$ cat src/rtl/lseq_pkg.sv
package lseq_pkg;
  typedef enum logic [2:0] {
    RG_DUMMY    = 3'd0,
    RG_DARK_TOP = 3'd1,
    RG_ISO_TOP  = 3'd2,
    RG_USEFUL   = 3'd3,
    RG_ISO_BOT  = 3'd4,
    RG_DARK_BOT = 3'd5
  } region_e;
endpackage

$ cat src/rtl/lseq_counter.sv
module lseq_counter #(
  parameter int IDX_W    = 11,
  parameter int FULL_LEN = 1056,
  parameter int BIN_LEN  = 544
) (
  input  logic             clk,
  input  logic             rst_n,
  input  logic             sof,
  input  logic             eol,
  input  logic             binned,
  output logic [IDX_W-1:0] idx,
  output logic             active,
  output logic             bin_q,
  output logic             done,
  output logic             req
);
  localparam logic [IDX_W-1:0] LAST_FULL = IDX_W'(FULL_LEN - 1);
  localparam logic [IDX_W-1:0] LAST_BIN  = IDX_W'(BIN_LEN - 1);

  logic             phase;
  logic             step;
  logic [IDX_W-1:0] last_idx;

  assign last_idx = bin_q ? LAST_BIN : LAST_FULL;
  // an output line completes on every eol, or on every second eol when binned
  assign step = active && eol && (!bin_q || phase);

  always_ff @(posedge clk or negedge rst_n) begin
    if (!rst_n) begin
      idx    <= '0;
      active <= 1'b0;
      bin_q  <= 1'b0;
      phase  <= 1'b0;
      done   <= 1'b0;
      req    <= 1'b0;
    end else begin
      done <= 1'b0;
      req  <= 1'b0;
      if (sof) begin
        idx    <= '0;
        active <= 1'b1;
        bin_q  <= binned;
        phase  <= 1'b0;
        req    <= 1'b1;
      end else if (step) begin
        phase <= 1'b0;
        if (idx == last_idx) begin
          idx    <= '0;
          active <= 1'b0;
          done   <= 1'b1;
        end else begin
          idx <= idx + 1'b1;
          req <= 1'b1;
        end
      end else if (active && eol) begin
        phase <= 1'b1;
        req   <= 1'b1;
      end
    end
  end
endmodule

$ cat src/rtl/lseq_region_map.sv
module lseq_region_map
  import lseq_pkg::*;
#(
  parameter int IDX_W    = 11,
  parameter int DUMMY_N  = 1,
  parameter int DARK_N   = 12,
  parameter int ISO_N    = 3,
  parameter int USEFUL_N = 1024
) (
  input  logic             active,
  input  logic             bin_q,
  input  logic [IDX_W-1:0] idx,
  output region_e          region,
  output logic             first,
  output logic             last
);
  localparam int END_DUMMY = DUMMY_N;
  localparam int END_DARK  = END_DUMMY + DARK_N;
  localparam int END_ISO   = END_DARK + ISO_N;

  logic [IDX_W-1:0] bnd [0:3];

  // band ends after the useful band depend on the useful line count
  for (genvar m = 0; m < 2; m++) begin : g_mode
    localparam int UN = (m == 1) ? USEFUL_N / 2 : USEFUL_N;
    logic [IDX_W-1:0] e_use, e_iso, e_dark, e_last;
    assign e_use  = IDX_W'(END_ISO + UN);
    assign e_iso  = IDX_W'(END_ISO + UN + ISO_N);
    assign e_dark = IDX_W'(END_ISO + UN + ISO_N + DARK_N);
    assign e_last = IDX_W'(END_ISO + UN + ISO_N + DARK_N + DUMMY_N - 1);
  end

  always_comb begin
    if (bin_q) begin
      bnd[0] = g_mode[1].e_use;
      bnd[1] = g_mode[1].e_iso;
      bnd[2] = g_mode[1].e_dark;
      bnd[3] = g_mode[1].e_last;
    end else begin
      bnd[0] = g_mode[0].e_use;
      bnd[1] = g_mode[0].e_iso;
      bnd[2] = g_mode[0].e_dark;
      bnd[3] = g_mode[0].e_last;
    end
  end

  always_comb begin
    if (!active || idx < IDX_W'(END_DUMMY)) region = RG_DUMMY;
    else if (idx < IDX_W'(END_DARK))        region = RG_DARK_TOP;
    else if (idx < IDX_W'(END_ISO))         region = RG_ISO_TOP;
    else if (idx < bnd[0])                  region = RG_USEFUL;
    else if (idx < bnd[1])                  region = RG_ISO_BOT;
    else if (idx < bnd[2])                  region = RG_DARK_BOT;
    else                                    region = RG_DUMMY;
  end

  assign first = active && (idx == '0);
  assign last  = active && (idx == bnd[3]);
endmodule

$ cat src/rtl/line_seq.sv
module line_seq
  import lseq_pkg::*;
#(
  parameter int DUMMY_N  = 1,
  parameter int DARK_N   = 12,
  parameter int ISO_N    = 3,
  parameter int USEFUL_N = 1024,
  localparam int FULL_LEN = 2 * (DUMMY_N + DARK_N + ISO_N) + USEFUL_N,
  localparam int BIN_LEN  = 2 * (DUMMY_N + DARK_N + ISO_N) + USEFUL_N / 2,
  localparam int IDX_W    = $clog2(FULL_LEN)
) (
  input  logic             clk,
  input  logic             rst_n,
  input  logic             sof,
  input  logic             eol,
  input  logic             binned,
  output logic [IDX_W-1:0] line_idx,
  output logic [2:0]       region,
  output logic             first_line,
  output logic             last_line,
  output logic             in_frame,
  output logic             frame_done,
  output logic             xfer_req
);
  logic    bin_q;
  region_e rg;

  lseq_counter #(
    .IDX_W(IDX_W), .FULL_LEN(FULL_LEN), .BIN_LEN(BIN_LEN)
  ) u_cnt (
    .clk(clk), .rst_n(rst_n), .sof(sof), .eol(eol), .binned(binned),
    .idx(line_idx), .active(in_frame), .bin_q(bin_q),
    .done(frame_done), .req(xfer_req)
  );

  lseq_region_map #(
    .IDX_W(IDX_W), .DUMMY_N(DUMMY_N), .DARK_N(DARK_N),
    .ISO_N(ISO_N), .USEFUL_N(USEFUL_N)
  ) u_map (
    .active(in_frame), .bin_q(bin_q), .idx(line_idx),
    .region(rg), .first(first_line), .last(last_line)
  );

  assign region = rg;
endmodule

$ cat config.mk
export PLATFORM = sky130hd
export DESIGN_NAME = line_seq
export DESIGN_NICKNAME = d
export VERILOG_FILES = /design/src/rtl/lseq_pkg.sv /design/src/rtl/lseq_counter.sv /design/src/rtl/lseq_region_map.sv /design/src/rtl/line_seq.sv
export SDC_FILE = /design/constraint.sdc
export NUM_CORES = 1
export LEC_CHECK = 0
export BUFFER_PORTS_ARGS = -buffer_cell sky130_fd_sc_hd__buf_2
export CAP_MARGIN = 25
export CELL_PAD_IN_SITES_DETAIL_PLACEMENT = 2
export CELL_PAD_IN_SITES_GLOBAL_PLACEMENT = 2
export CORE_MARGIN = 2
export CORE_UTILIZATION = 30
export DETAILED_ROUTE_END_ITERATION = 10
export PLACE_DENSITY = 0.78
export RECOVER_POWER = 50
export SLEW_MARGIN = 40
export SYNTH_ARGS = -nofsm -noshare
export SYNTH_HDL_FRONTEND = slang
export SYNTH_SLANG_ARGS = --single-unit
$ cat constraint.sdc
create_clock -name clk -period 2.8 [get_ports clk]
set_input_delay 0.42 -clock clk [delete_from_list [all_inputs] [get_ports clk]]
set_output_delay 0.42 -clock clk [all_outputs]
set_load 0.02 [all_outputs]
Word level (Yosys, flattened, before mapping)
Cells that the tools add are included.
Widths: inputs -> output; s select.
- register bits after elaboration: 16
- latch bits: 0
- bits in writable memories: 0
- bits in read-only memories: 0
- input bits: 5
- output and inout port bits: 19
- word-level logic and storage cells: 52
- memories kept: 0
- $add $sub $neg: 1
- multipliers: 0
- divide/modulo/power cells: 0
- $lt $le $gt $ge: 6
- equality and inequality tests: 2
- shift-type cells: 0
- mux-type cells: 24
- bitwise operators: 0
- reduce and logical (&&, ||, !) cells: 13
- operators with widths (cell ; number):
    $mux 11 ; 4
    $mux 44 ; 1
    $lt 11x11->1 ; 3
    $eq 11x11->1 ; 2
    $mux 3 ; 6
    $mux 1 ; 13
    $add 11x1->11 const B ; 1
    $logic_not 11->1 ; 1
    $lt 11x1->1 const B ; 1
    $lt 11x4->1 const B ; 1
    $lt 11x5->1 const B ; 1
    $logic_and 1x1->1 ; 4
    $reduce_bool 2->1 ; 2
    $reduce_bool 3->1 ; 1
    $logic_not 1->1 ; 2
    $logic_or 1x1->1 ; 2
    $reduce_and 2->1 ; 1

Depth between registers and ports, before layout
- depth after elaboration: 8
- gate-level depth with buffers: 6
- depth with buffers taken out: 6

Hierarchy
Synthesis repeated with hierarchy kept, for this count alone.
- cells, all modules: 114
- area, all modules: 1046.0 um2
- by module, submodules not included (module ; times used ; cells an instance ; area each (um2)):
    lseq_counter ; 1 ; 84 ; 830.8
    lseq_region_map ; 1 ; 30 ; 215.2

Least setup slack after synthesis
Ideal clock, no wire load.
- kind: register to output
- start: reg u_cnt.idx[7]
- end: out region[0]
- arrival: 1973 ps
- data required time: 2380 ps
- path slack: 407 ps
- cell stages (with the launch flop): 6
- buffers on the path: 1
- cell sequence: dfrtp_1 -> buf_6 -> or4_4 -> or4_4 -> a21oi_2 -> o221a_2
- cells in the longest elaborated chain, start to end: 7
- elaborated cells between the ends (all ways): 13
- RTL lines (item ; line ; RTL):
    start: declaration ; lseq_counter.sv:11 ; output logic [IDX_W-1:0] idx,
    start signal: assignment ; lseq_counter.sv:52 ; idx <= idx + 1'b1;
    $lt 11x11->1 ; lseq_region_map.sv:53 ; else if (idx < bnd[2]) region = RG_DARK_BOT;
    $mux 3 ; lseq_region_map.sv:53 ;
    $mux 3 ; lseq_region_map.sv:52 ; else if (idx < bnd[1]) region = RG_ISO_BOT;
    $mux 3 ; lseq_region_map.sv:51 ; else if (idx < bnd[0]) region = RG_USEFUL;
    $mux 3 ; lseq_region_map.sv:50 ; else if (idx < IDX_W'(END_ISO)) region = RG_ISO_TOP;
    $mux 3 ; lseq_region_map.sv:49 ; else if (idx < IDX_W'(END_DARK)) region = RG_DARK_TOP;
    $mux 3 (*) ; lseq_region_map.sv:48 ; if (!active || idx < IDX_W'(END_DUMMY)) region = RG_DUMMY;
    end: declaration ; line_seq.sv:18 ; output logic [2:0] region,
Every way passes the cells marked *; elsewhere a longest branch is shown, timed or not.

Worst setup path after layout
- start: reg u_cnt.idx[6]
- end: out region[0]
Same word-level chain as after synthesis.

==> results.yml <==
outcome:
  run_status: "finished clean"
floorplan:
  design.core.area_um2: 3284
  die_area_um2: 3855
  ioPinCount: 24
  die_h_um: 62.09
  start_util_pct: 30.82
  rows: 21
  fp.dieW_um: 62.09
sta:
  fmax_mhz: 367.3
  finalHoldViolations: 0
  finalSetupTns_ns: 0
  min_period_over_period_pct: 97.25
  rsz0062_at_grt: "false"
  worstMarginPinSlew_ns: 0.9479
  fin_crit_ns: 2.723
  slew_headroom_pct: 36.81
  slew_viol_final: 0
  clock-skew-final_ns: 0.0005739
  setup_viol: 0
clock_network:
  clock_sinks: 16
  clkLatencyLatePin_ns: 0.28
  cts_buffers: 3
  clockBufferDepth: 2
  cts_root_buf: "clkbuf_4"
  clk_pin_slew_worst_paths_ns: 0.09
  holdBufCountCts: 0
  htree_num_levels: 1
  tritoncts: "built"
synthesis:
  synth_top_cell_by_area: "dfrtp_1"
  synth_top_cells_by_count: "16 x dfrtp_1, 16 x nand2_1, 11 x nor2_1"
  synth_top_area_share_pct: 39.56
  ys_types: 35
  ys_ff_latch: 16
  yosysSeqAreaShare_pct: 39.56
  synth-edff-count: 0
  yosysWarnings: 0
  synthTopCellsByArea: "dfrtp_1 40%, nand2_1 5.9%, ha_1 4.9%"
  syn_avg_cell_area_um2: 8.435
  synth_area_um2: 1012
  synth_nets: 129
  synth_flop_cell: "dfrtp_1"
  syn_inst: 120
  async_flop_share_pct: 100.0
setup_path:
  arrival_ns: 2.30
  r2r-end: "u_cnt.idx[6]$_DFFE_PN0N_"
  startpoint: "u_cnt.idx[6]$_DFFE_PN0N_"
  start_kind: "register"
  crit_required_ns: 2.38
  crit_end: "region[0]"
  end_kind: "output pin"
  rr_startpoint: "u_cnt.idx[10]$_DFFE_PN0N_"
  r2r_slack_ns: 0.78
  reg2reg_depth: 5
  crit_fanout: 6
  worstSetupPathType: "reg -> out"
global_route:
  gr-usage-all-layers_pct: 18.03
  grt_pass1_wl_um: 4940
  antenna_found_initial: 0
  overflow: 0
  grt_pass1_vias: 1026
  grt_max_degree: 17
detailed_routing:
  num_vias: 1009
  drt-vias-per-instance: 5.339
  first_iter_violations: 26
  first_pass_iters: 4
  wl_um: 3204
  drtAntennaViolNets: 0
  drt-wirelength-per-cell_um: 16.95
  drc: 0
pwr:
  vdd_ir_drop_max_uv: 136.5
  fin_total_pwr_mw: 0.4414
  power.density_nw_per_um2: 366.8
  power_leakage_nw: 0.5386
worst_hold_path:
  hold_path_class: "in -> async"
layout:
  postLayoutCoreUtil_pct: 36.65
  design_area_um2: 1204
  drive_gt1_share_pct: 23.78
  nNetsFinal: 154
  diodes: 0
  syn_to_final_growth_pct: 18.91
placed_design:
  dp_hpwl_um: 2390
  place.port_buffers: 23
  dpl-instance-area_um2: 1165
  place.gp.congestion: 0.8063
flow_run:
  drv_cap: 0
[how the worst min path moves through the flow]
stage / slack [ns] / to / cells past startpoint / from
final: 0.25 / u_cnt.bin_q$_DFFE_PN0P_ / 1 / rst_n
after global placement: 0.36 / u_cnt.phase$_DFFE_PN0P_ / 1 / rst_n
after CTS: 0.05 / u_cnt.bin_q$_DFFE_PN0P_ / 1 / rst_n
after detailed placement: 0.37 / u_cnt.bin_q$_DFFE_PN0P_ / 1 / rst_n
after global routing: 0.31 / u_cnt.idx[4]$_DFFE_PN0N_ / 1 / rst_n
after floorplan: 0.12 / u_cnt.active$_DFFE_PN0P_ / 0 / rst_n
[power by group]
part / total (mW) / switching, mW / internal, mW
clock network: 0.124 / 0.0740 / 0.0500
logic: 0.0729 / 0.0480 / 0.0248
registers: 0.245 / 0.00836 / 0.236
total: 0.441 / 0.130 / 0.311
[cells by family (layout without fill, tap and decap cells)]
group | after synthesis | after routing | share of synthesized area [%]
AND/OR/NAND/NOR | 59 | 59 | 29.30
adder cells (fa/ha/maj) | 4 | 4 | 4.945
flip-flops | 16 | 16 | 39.55
XOR/XNOR | 2 | 2 | 1.731
buffers and inverters | 9 | 32 | 4.202
AO/OA/AOI/OAI | 30 | 30 | 20.27
[per-layer routing]
metal	up-vias	track usage (%)	wire [µm]
li1	486	-	-
met1	502	23.41	1471
met2	17	30.95	1604
met3	4	1.863	99
met4	0	6.383	29
met5	-	0	0
[state kept, by name, indices dropped and copies added, names as in the netlist]
register	flops
u_cnt.active	1
u_cnt.bin_q	1
u_cnt.done	1
u_cnt.idx	11
u_cnt.phase	1
u_cnt.req	1
[cell usage in the layout (no fill, tap or decap)]
cell type	instances
buf_2	18
nand2_1	16
dfrtp_1	13
nor2_1	11
nand3_1	10
a21oi_1	9
o21ai_0	6
nor3_1	5
inv_1	4
ha_1	4
clkbuf_1	4
nor4_1	3
o31ai_1	3
or4_1	3
clkbuf_4	3
buf_4	3
dfrtp_2	3
or4_4	2
and2_1	2
a21o_1	2
or2_2	2
or3_1	2
a21oi_4	1
o211a_1	1
a211o_1	1
o221a_2	1
nand2b_1	1
a311oi_1	1
nand4_1	1
o31a_1	1
nor2b_1	1
o31a_2	1
o211ai_1	1
o2111ai_1	1
xnor2_1	1
xor2_1	1
a32o_1	1
[metrics by stage]
stage	hold slack [ns]	cells	worst slack [ns]
6_report	0.2478	189	0.07712
5_1_grt	0.3055	189	0.009029
4_1_cts	0.05251	188	0.005757
3_5_place_dp	0.3696	185	0.3364
3_3_place_gp	0.3607	185	0.4316
2_1_floorplan	0.1244	120	0.4067
[what timing repair did]
action | 4_1_cts | 5_1_grt
resized for setup | 1 | 4
endpoints found under the setup margin | 1 | 2
buffers inserted | 0 | 1
[critical path: stages (launching register included)]
cell	delay [ns]
dfrtp_2	0.46
or4_4	0.57
or4_4	0.48
a21oi_4	0.17
o221a_2	0.21
buf_4	0.13
[layout make-up]
cell class | count | area, µm²
clock buffer | 3 | 22.52
fill | 394 | 2081
inverter | 4 | 15.01
multi-input combinational | 95 | 576.8
sequential | 16 | 404.1
tap | 46 | 57.56
timing repair buffer | 25 | 127.6
Power figures use the tool's default switching activity.
